===== config.mk =====
export PLATFORM = sky130hd
export DESIGN_NAME = ps2_host_tx
export DESIGN_NICKNAME = d
export VERILOG_FILES = /design/src/rtl/ps2tx_pkg.sv /design/src/rtl/ps2tx_line_sync.sv /design/src/rtl/ps2tx_gap_timer.sv /design/src/rtl/ps2tx_blank_timer.sv /design/src/rtl/ps2tx_frame_ctrl.sv /design/src/rtl/ps2_host_tx.sv
export SDC_FILE = /design/constraint.sdc
export NUM_CORES = 1
export LEC_CHECK = 0
export BUFFER_PORTS_ARGS = -buffer_cell sky130_fd_sc_hd__buf_2
export CAP_MARGIN = 20
export CORE_MARGIN = 4
export CORE_UTILIZATION = 30
export DETAILED_ROUTE_END_ITERATION = 12
export GPL_TIMING_DRIVEN = 0
export PLACE_DENSITY_LB_ADDON = 0.12
export SKIP_CTS_REPAIR_TIMING = 1
export SYNTH_ARGS = -nofsm -noshare
export SYNTH_HDL_FRONTEND = slang
export SYNTH_SLANG_ARGS = --single-unit

===== constraint.sdc =====
create_clock -name clk -period 2.78 [get_ports clk]
set_input_delay 0.139 -clock clk [delete_from_list [all_inputs] [get_ports clk]]
set_output_delay 0.139 -clock clk [all_outputs]
set_load 0.005 [all_outputs]

===== src/rtl/ps2tx_pkg.sv =====
package ps2tx_pkg;

  typedef enum logic [1:0] {
    TXS_IDLE    = 2'd0,
    TXS_INHIBIT = 2'd1,
    TXS_SHIFT   = 2'd2
  } txs_e;

  // Odd parity over a byte: 1 when the byte carries an even count of ones
  function automatic logic odd_parity8(input logic [7:0] b);
    return ~(^b);
  endfunction

endpackage


===== src/rtl/ps2tx_line_sync.sv =====
module ps2tx_line_sync #(
  parameter int STAGES = 2
) (
  input  logic clk,
  input  logic rst_n,
  input  logic clk_line_i,
  input  logic dat_line_i,
  output logic clk_fall,
  output logic dat_s
);

  logic [STAGES-1:0] clk_sh;
  logic [STAGES-1:0] dat_sh;
  logic              clk_prev;

  generate
    if (STAGES == 1) begin : g_single
      always_ff @(posedge clk or negedge rst_n) begin
        if (!rst_n) begin
          clk_sh <= '1;
          dat_sh <= '1;
        end else begin
          clk_sh <= clk_line_i;
          dat_sh <= dat_line_i;
        end
      end
    end else begin : g_chain
      always_ff @(posedge clk or negedge rst_n) begin
        if (!rst_n) begin
          clk_sh <= '1;
          dat_sh <= '1;
        end else begin
          clk_sh <= {clk_sh[STAGES-2:0], clk_line_i};
          dat_sh <= {dat_sh[STAGES-2:0], dat_line_i};
        end
      end
    end
  endgenerate

  always_ff @(posedge clk or negedge rst_n) begin
    if (!rst_n) clk_prev <= 1'b1;
    else        clk_prev <= clk_sh[STAGES-1];
  end

  assign clk_fall = clk_prev & ~clk_sh[STAGES-1];
  assign dat_s    = dat_sh[STAGES-1];

endmodule


===== src/rtl/ps2tx_gap_timer.sv =====
module ps2tx_gap_timer #(
  parameter int MIN_GAP = 15000,
  parameter int MAX_GAP = 30000
) (
  input  logic clk,
  input  logic rst_n,
  input  logic clr,
  output logic too_soon,
  output logic overdue
);

  localparam int          W     = $clog2(MAX_GAP + 2);
  localparam logic [W-1:0] MIN_V = W'(MIN_GAP);
  localparam logic [W-1:0] MAX_V = W'(MAX_GAP);
  localparam logic [W-1:0] SAT_V = W'(MAX_GAP + 1);

  logic [W-1:0] cnt;

  always_ff @(posedge clk or negedge rst_n) begin
    if (!rst_n)            cnt <= '0;
    else if (clr)          cnt <= '0;
    else if (cnt != SAT_V) cnt <= cnt + 1'b1;
  end

  assign too_soon = (cnt < MIN_V);
  assign overdue  = (cnt > MAX_V);

endmodule


===== src/rtl/ps2tx_blank_timer.sv =====
module ps2tx_blank_timer #(
  parameter int LEN = 15000
) (
  input  logic clk,
  input  logic rst_n,
  input  logic start,
  output logic blank
);

  localparam int          W     = $clog2(LEN + 1);
  localparam logic [W-1:0] LEN_V = W'(LEN);

  logic [W-1:0] left;

  always_ff @(posedge clk or negedge rst_n) begin
    if (!rst_n)           left <= '0;
    else if (start)       left <= LEN_V;
    else if (left != '0)  left <= left - 1'b1;
  end

  assign blank = (left != '0);

endmodule


===== src/rtl/ps2tx_frame_ctrl.sv =====
module ps2tx_frame_ctrl
  import ps2tx_pkg::*;
#(
  parameter int DATA_W      = 8,
  parameter int INHIBIT_CYC = 50000
) (
  input  logic              clk,
  input  logic              rst_n,
  input  logic              req_valid,
  input  logic [DATA_W-1:0] req_data,
  output logic              req_ready,
  output logic              done,
  input  logic              clk_fall,
  input  logic              dat_s,
  input  logic              too_soon,
  input  logic              overdue,
  output logic              gap_clr,
  output logic              clk_pull,
  output logic              dat_pull
);

  localparam int               SLOT_W   = $clog2(DATA_W + 4);
  localparam logic [SLOT_W-1:0] SL_FIRST = SLOT_W'(1);
  localparam logic [SLOT_W-1:0] SL_LASTD = SLOT_W'(DATA_W);
  localparam logic [SLOT_W-1:0] SL_PAR   = SLOT_W'(DATA_W + 1);
  localparam logic [SLOT_W-1:0] SL_STOP  = SLOT_W'(DATA_W + 2);
  localparam logic [SLOT_W-1:0] SL_ACK   = SLOT_W'(DATA_W + 3);
  localparam int               HOLD_W   = $clog2(INHIBIT_CYC + 1);
  localparam logic [HOLD_W-1:0] HOLD_END = HOLD_W'(INHIBIT_CYC - 1);

  txs_e              state;
  logic [SLOT_W-1:0] slot;
  logic [DATA_W-1:0] byte_q;
  logic [DATA_W-1:0] shreg;
  logic [HOLD_W-1:0] hold_cnt;
  logic              dat_pull_q;
  logic              done_q;

  logic edge_ok;
  logic hold_last;
  logic gap_fault;
  logic par_bit;

  assign edge_ok   = (state == TXS_SHIFT) && clk_fall && !too_soon;
  assign hold_last = (state == TXS_INHIBIT) && (hold_cnt == HOLD_END);
  assign gap_fault = (state == TXS_SHIFT) && !edge_ok && overdue && (slot > SL_FIRST);
  assign gap_clr   = hold_last || edge_ok;

  generate
    if (DATA_W == 8) begin : g_par8
      assign par_bit = odd_parity8(byte_q);
    end else begin : g_parn
      assign par_bit = ~(^byte_q);
    end
  endgenerate

  always_ff @(posedge clk or negedge rst_n) begin
    if (!rst_n) begin
      state      <= TXS_IDLE;
      slot       <= SL_FIRST;
      byte_q     <= '0;
      shreg      <= '0;
      hold_cnt   <= '0;
      dat_pull_q <= 1'b0;
      done_q     <= 1'b0;
    end else begin
      done_q <= 1'b0;
      unique case (state)
        TXS_IDLE: begin
          if (req_valid) begin
            byte_q   <= req_data;
            shreg    <= req_data;
            slot     <= SL_FIRST;
            hold_cnt <= '0;
            state    <= TXS_INHIBIT;
          end
        end
        TXS_INHIBIT: begin
          if (hold_last) begin
            dat_pull_q <= 1'b1;
            state      <= TXS_SHIFT;
          end else begin
            hold_cnt <= hold_cnt + 1'b1;
          end
        end
        TXS_SHIFT: begin
          if (edge_ok) begin
            if (slot >= SL_FIRST && slot <= SL_LASTD) begin
              dat_pull_q <= ~shreg[0];
              shreg      <= shreg >> 1;
              slot       <= slot + 1'b1;
            end else if (slot == SL_PAR) begin
              dat_pull_q <= ~par_bit;
              slot       <= slot + 1'b1;
            end else if (slot == SL_STOP) begin
              dat_pull_q <= 1'b0;
              slot       <= slot + 1'b1;
            end else if (slot == SL_ACK && !dat_s) begin
              done_q     <= 1'b1;
              dat_pull_q <= 1'b0;
              slot       <= SL_FIRST;
              state      <= TXS_IDLE;
            end else begin
              dat_pull_q <= 1'b0;
              slot       <= SL_FIRST;
              shreg      <= byte_q;
              hold_cnt   <= '0;
              state      <= TXS_INHIBIT;
            end
          end else if (gap_fault) begin
            dat_pull_q <= 1'b0;
            slot       <= SL_FIRST;
            shreg      <= byte_q;
            hold_cnt   <= '0;
            state      <= TXS_INHIBIT;
          end
        end
        default: begin
          state      <= TXS_IDLE;
          dat_pull_q <= 1'b0;
        end
      endcase
    end
  end

  assign req_ready = (state == TXS_IDLE);
  assign done      = done_q;
  assign clk_pull  = (state == TXS_INHIBIT);
  assign dat_pull  = dat_pull_q;

endmodule


===== src/rtl/ps2_host_tx.sv =====
module ps2_host_tx #(
  parameter int DATA_W      = 8,
  parameter int INHIBIT_CYC = 50000,
  parameter int MIN_GAP_CYC = 15000,
  parameter int MAX_GAP_CYC = 30000,
  parameter int SYNC_STAGES = 2
) (
  input  logic              clk,
  input  logic              rst_n,
  input  logic              tx_valid,
  output logic              tx_ready,
  input  logic [DATA_W-1:0] tx_data,
  output logic              tx_done,
  input  logic              ps2_clk_i,
  input  logic              ps2_dat_i,
  output logic              ps2_clk_pull,
  output logic              ps2_dat_pull,
  output logic              rx_blank
);

  logic clk_fall;
  logic dat_s;
  logic too_soon;
  logic overdue;
  logic gap_clr;
  logic ready_w;
  logic done_w;

  ps2tx_line_sync #(.STAGES(SYNC_STAGES)) u_sync (
    .clk        (clk),
    .rst_n      (rst_n),
    .clk_line_i (ps2_clk_i),
    .dat_line_i (ps2_dat_i),
    .clk_fall   (clk_fall),
    .dat_s      (dat_s)
  );

  ps2tx_gap_timer #(.MIN_GAP(MIN_GAP_CYC), .MAX_GAP(MAX_GAP_CYC)) u_gap (
    .clk      (clk),
    .rst_n    (rst_n),
    .clr      (gap_clr),
    .too_soon (too_soon),
    .overdue  (overdue)
  );

  ps2tx_frame_ctrl #(.DATA_W(DATA_W), .INHIBIT_CYC(INHIBIT_CYC)) u_ctrl (
    .clk       (clk),
    .rst_n     (rst_n),
    .req_valid (tx_valid),
    .req_data  (tx_data),
    .req_ready (ready_w),
    .done      (done_w),
    .clk_fall  (clk_fall),
    .dat_s     (dat_s),
    .too_soon  (too_soon),
    .overdue   (overdue),
    .gap_clr   (gap_clr),
    .clk_pull  (ps2_clk_pull),
    .dat_pull  (ps2_dat_pull)
  );

  ps2tx_blank_timer #(.LEN(MIN_GAP_CYC)) u_blank (
    .clk   (clk),
    .rst_n (rst_n),
    .start (done_w),
    .blank (rx_blank)
  );

  assign tx_ready = ready_w;
  assign tx_done  = done_w;

endmodule


Yosys cells after proc, flatten, opt, wreduce, memory -nomap -nowiden
Cells that the tools add are included.
{"block": "word_totals", "inputBits": 13, "regBits": 74}
{"block": "classes", "magnitude_cmp": 5, "bitwise_logic": 4, "add_sub_neg": 4, "n_mux": 49, "reduce_logical": 25, "eq_ne": 18}
{"op": "16-bit 2-to-1 mux", "n": 8}
{"op": "8-bit 2-to-1 mux", "n": 7}
{"op": "16-bit one-hot mux with 3 select lines", "n": 1}
{"op": "15-bit 2-to-1 mux", "n": 2}
{"op": "14-bit 2-to-1 mux", "n": 2}
{"op": "4-bit 2-to-1 mux", "n": 6}
{"op": "16-bit by 1-bit adder with 16-bit output, second input constant", "n": 1}
{"op": "16-bit equality test, second input constant", "n": 1}
{"op": "8-bit one-hot mux with 2 select lines", "n": 1}
{"op": "15-bit by 1-bit adder with 15-bit output, second input constant", "n": 1}
{"op": "15-bit greater-than comparator, second input constant", "n": 1}
{"op": "15-bit by 14-bit < comparator with 1-bit output, second input constant", "n": 1}
{"op": "15-bit inequality test, second input constant", "n": 1}
{"op": "2-bit 2-to-1 mux", "n": 7}
{"op": "14-bit nonzero test", "n": 1}
{"op": "14-bit by 1-bit subtractor with 14-bit output, second input constant", "n": 1}
{"op": "4-bit equality test, second input constant", "n": 3}
{"op": "1-bit 2-to-1 mux", "n": 12}
{"op": "3-bit inequality test, second input constant", "n": 4}
{"op": "4-bit inequality test, second input constant", "n": 3}
{"op": "6-bit AND reduction", "n": 2}
{"op": "1-bit logical AND", "n": 8}
{"op": "4-bit one-hot mux with 2 select lines", "n": 1}
{"op": "8-bit AND reduction", "n": 1}
{"op": "21 further kinds", "n": 29}

Depth between registers and ports, before layout
{"block": "logic_depth", "depth_word": 11, "ltp_mapped": 11}

Modules after synthesis
From an unflattened synthesis, not the netlist that was laid out.
{"block": "unflattened", "cells_unflattened": 428, "area_unflattened_um2": 4385.5}
{"mod": "ps2tx_frame_ctrl", "area_per_inst_um2": 2514.9, "instances": 1, "cells_each": 240}
{"mod": "ps2tx_gap_timer", "area_per_inst_um2": 937.1, "instances": 1, "cells_each": 99}
{"mod": "ps2tx_blank_timer", "area_per_inst_um2": 788.3, "instances": 1, "cells_each": 83}
{"mod": "ps2tx_line_sync", "area_per_inst_um2": 145.1, "instances": 1, "cells_each": 6}

Worst setup path before layout
Ideal clock, no wire load.
{"block": "synth_timing", "path_kind": "flip-flop to flip-flop", "startpoint": "register u_ctrl.slot[0]", "endpoint": "register u_ctrl.state[0]", "t_arrival_ps": 2216, "path_buffers": 1, "stages_incl_launch_ff": 10, "path_slack_ps": 436, "setup_time_ps": 128, "cell_sequence": "dfstp_2 -> inv_1 -> ha_1 -> or2_1 -> a221oi_2 -> o21ai_2 -> a21bo_2 -> buf_4 -> a21oi_1 -> mux2_1"}
{"block": "synth_via", "elab_chain_cells": 8}
{"item": "from (decl)", "line_no": "ps2tx_frame_ctrl.sv:32", "source": "logic [SLOT_W-1:0] slot;"}
{"item": "from (signal assigned)", "line_no": "ps2tx_frame_ctrl.sv:91", "source": "slot <= slot + 1'b1;"}
{"item": "from (signal assigned)", "line_no": "ps2tx_frame_ctrl.sv:94", "source": "slot <= slot + 1'b1;"}
{"item": "from (signal assigned)", "line_no": "ps2tx_frame_ctrl.sv:97", "source": "slot <= slot + 1'b1;"}
{"item": "4-bit equality test", "line_no": "ps2tx_frame_ctrl.sv:98", "source": "end else if (slot == SL_ACK && !dat_s) begin"}
{"item": "1-bit logical AND", "line_no": "ps2tx_frame_ctrl.sv:98"}
{"item": "1-bit 2-to-1 mux", "line_no": "ps2tx_frame_ctrl.sv:98"}
{"item": "2-bit 2-to-1 mux", "line_no": "ps2tx_frame_ctrl.sv:95", "source": "end else if (slot == SL_STOP) begin"}
{"item": "2-bit 2-to-1 mux", "line_no": "ps2tx_frame_ctrl.sv:92", "source": "end else if (slot == SL_PAR) begin"}
{"item": "2-bit 2-to-1 mux", "line_no": "ps2tx_frame_ctrl.sv:88", "source": "if (slot >= SL_FIRST && slot <= SL_LASTD) begin"}
{"item": "2-bit 2-to-1 mux", "line_no": "ps2tx_frame_ctrl.sv:87", "source": "if (edge_ok) begin"}
{"item": "2-bit one-hot mux with 3 select lines", "line_no": "ps2tx_frame_ctrl.sv:68", "source": "unique case (state)"}
{"item": "to (signal assigned)", "line_no": "ps2tx_frame_ctrl.sv:75", "source": "state <= TXS_INHIBIT;"}
{"item": "to (signal assigned)", "line_no": "ps2tx_frame_ctrl.sv:81", "source": "state <= TXS_SHIFT;"}
{"item": "to (signal assigned)", "line_no": "ps2tx_frame_ctrl.sv:102", "source": "state <= TXS_IDLE;"}
{"item": "to (decl)", "line_no": "ps2tx_frame_ctrl.sv:31", "source": "txs_e state;"}
Several ways; a longest one is shown, not always the timed one. The select of a mux whose other input is x is not followed.
A chain may end at the register's enable or synchronous reset.

Final worst setup path
Ends and elaborated chain as after synthesis.

==> reports/metrics.yaml <==
synth_area_um2: 4240
clk_latency_ns: 0.34
crit_required_ns: 3.00
drc_errors: 0
io_buffers: 17
drt_iter0_drc: 157
hold_viol_final: 0
max_slew_margin_pct: 51.81
p_total_uw: 3301
numCtsBuffers: 9
reg2reg_depth: 9
first_pass_iters: 4
skew_ns: 0.006000
drtAntennaViolNets: 0
worst-r2r-setup-slack_ns: 0.23
finalCriticalPeriod_ns: 2.554
drive_gt1_share_pct: 18.32
syn_to_final_growth_pct: 15.37
tightest_slew_ns: 0.7163
avgRoutedWirePerCell_um: 14.50
slew_violations: 0
root_buffer: "clkbuf_16"
syn_inst: 427
gp_congestion: 0.7308
clk_path_buf_depth: 2
num_antenna_cells: 0
synth_top_area_share_pct: 40.13
synthTopCellsByCount: "dfrtp_1, nor2_1, nand2_1"
reg2reg_from: "u_ctrl.slot[0]$_DFFE_PN1P_"
rsz0062_at_grt: "no"
fp.dieH_um: 126.9
synth-main-ff-cell: "dfrtp_1"
place_area_um2: 4581
synth_warnings: 0
status: "finished, final reports clean"
tritoncts: "done"
fin_area_um2: 4892
viasPerCell: 4.854
clock-sinks: 74
yosysMostFrequentCell: "dfrtp_1"
end_kind: "register"
grt_pass1_wl_um: 16270
cp_max_fo: 10
p_per_area_nw_per_um2: 674.7
setup_violations: 0
yosysSeqAreaShare_pct: 43.85
grt_max_degree: 44
syn_area_per_cell_um2: 9.930
rows: 43
design.core.area_um2: 13880
finalSetupTns_ns: 0
path_clk_slew_ns: 0.06
cp-start-kind: "register"
hold_class: "input pin to register"
antenna_found_initial: 0
irDropWorstVdd_mv: 0.3647
ys_seq_elements: 74
max_freq_mhz: 391.5
nFillCells: 1418
synth_area_leader_cell: "dfrtp_1"
async_reset_ff_share_pct: 100.0
h-tree-depth: 3
grt_overflow: 0
crit_path_start: "u_ctrl.slot[0]$_DFFE_PN1P_"
synthTopCellsByArea: "dfrtp_1, nor2_1, mux2_2, ha_1, dfstp_2"
endpoint: "u_ctrl.state[0]$_DFFE_PN0P_"
cap_violations: 0
synth_enable_flop_cells: 0
grt_pass1_vias: 3226
io-pin-count: 18
fin_crit_sh_pct: 91.88
fin_nets: 486
p_leak_uw: 0.002126
die-area_um2: 16100
arrival_ns: 2.78
die_w_um: 126.9
dp_hpwl_um: 6503
start_util_pct: 30.55
num_vias: 3126
seqCellArea_um2: 1859
worstSetupPathType: "register to register"
syn_nets: 454
synth_cell_types: 60
wl_um: 9337
track_usage_pct: 12.60
multi_input_area_um2: 2238
r2r_end: "u_ctrl.state[0]$_DFFE_PN0P_"
worst max-delay path, cell delays in order, from the launching register on:
cell	delay, ns
dfstp_2	0.58
inv_1	0.09
ha_1	0.21
or2_1	0.25
a221oi_2	0.30
o21ai_2	0.14
a21bo_2	0.24
buf_4	0.18
a21oi_1	0.13
mux2_1	0.33
through the flow:
| step | instances | hold slack (ns) | utilization [%] | setup slack (ns) |
|---|---|---|---|---|
| floorplan | 427 | -0.1566 | - | 0.4363 |
| global placement | 624 | 0.2434 | 32.78 | 0.2472 |
| detailed placement | 625 | 0.1319 | 33.00 | 0.2473 |
| CTS | 641 | -0.2337 | 35.03 | 0.2298 |
| global route | 644 | 0.03863 | 35.24 | 0.09343 |
| finish | 644 | 0.04803 | 35.24 | 0.2258 |
placed cells by master, fill, tap and decap left out, drive strengths merged, types with 9 or more instances in the layout:
cell type and count:
o221ai 12, nand3 17, mux2 17, nand3b 14, xor2 17, nand2 36
buf 23, nand4 9, xnor2 13, inv 15, nor2 52, nand2b 9
a21oi 15, and3 10, o21ai 27, clkbuf 20, ha 14, dfrtp 68
layout make-up:
type	count	share of cell area (%)
clock buffers	10	4.885
well taps	180	4.604
clock inverters	6	0.8696
flip-flops and latches	74	38.01
repair buffers	21	2.967
multi-input cells	323	45.75
plain buffers	15	1.765
inverters	15	1.151
where the power goes:
| part | switching (µW) | internal [µW] |
|---|---|---|
| sequential | 121 | 1240 |
| clock | 472 | 628 |
| combinational | 446 | 396 |
cells by family (layout without fill, tap and decap cells):
kind of cell / after synthesis / after routing / synth area share (%)
AO/OA/AOI/OAI: 75 / 75 / 13.81
XOR/XNOR: 30 / 30 / 6.196
adder cells (fa/ha/maj): 14 / 14 / 4.131
buffers and inverters: 30 / 67 / 3.364
flip-flops: 74 / 74 / 43.85
multiplexers: 25 / 25 / 6.403
AND/OR/NAND/NOR: 179 / 179 / 22.25
flip-flops by register name, indices dropped and copies added, names as in the netlist:
| signal | count |
|---|---|
| u_ctrl.slot | 4 |
| u_ctrl.hold_cnt | 16 |
| u_ctrl.byte_q | 8 |
| u_ctrl.dat_pull | 1 |
| u_ctrl.shreg | 8 |
| u_ctrl.done | 1 |
| u_sync.clk_sh | 2 |
| u_ctrl.state | 2 |
| u_gap.cnt | 15 |
| u_sync.clk_prev | 1 |
| u_sync.dat_sh | 2 |
| u_blank.left | 14 |
how the worst min path moves through the flow:
stage / start / endpoint / slack (ns) / depth (start not counted)
after global routing: tx_data[6] / u_ctrl.byte_q[6]$_DFFE_PN0P_ / 0.04 / 2
final: tx_data[1] / u_ctrl.byte_q[1]$_DFFE_PN0P_ / 0.05 / 2
after global placement: ps2_dat_i / u_sync.dat_sh[0]$_DFF_PN1_ / 0.24 / 1
after detailed placement: rst_n / u_blank.left[2]$_DFFE_PN0P_ / 0.13 / 1
after floorplan: rst_n / u_blank.left[0]$_DFFE_PN0P_ / -0.16 / 0
after CTS: rst_n / u_blank.left[2]$_DFFE_PN0P_ / -0.23 / 1
per-layer routing:
metal / GRT usage [%] / wire length, µm / vias to the layer above / part of all wire (%)
met4: 5.489 / 189 / 0 / 2.0
li1: - / - / 1582 / -
met2: 19.55 / 4179 / 43 / 45
met5: 0 / 0 / - / 0
met1: 17.15 / 4726 / 1490 / 51
met3: 2.358 / 242 / 11 / 2.6
Note: power is estimated with default switching activity, not from simulation.
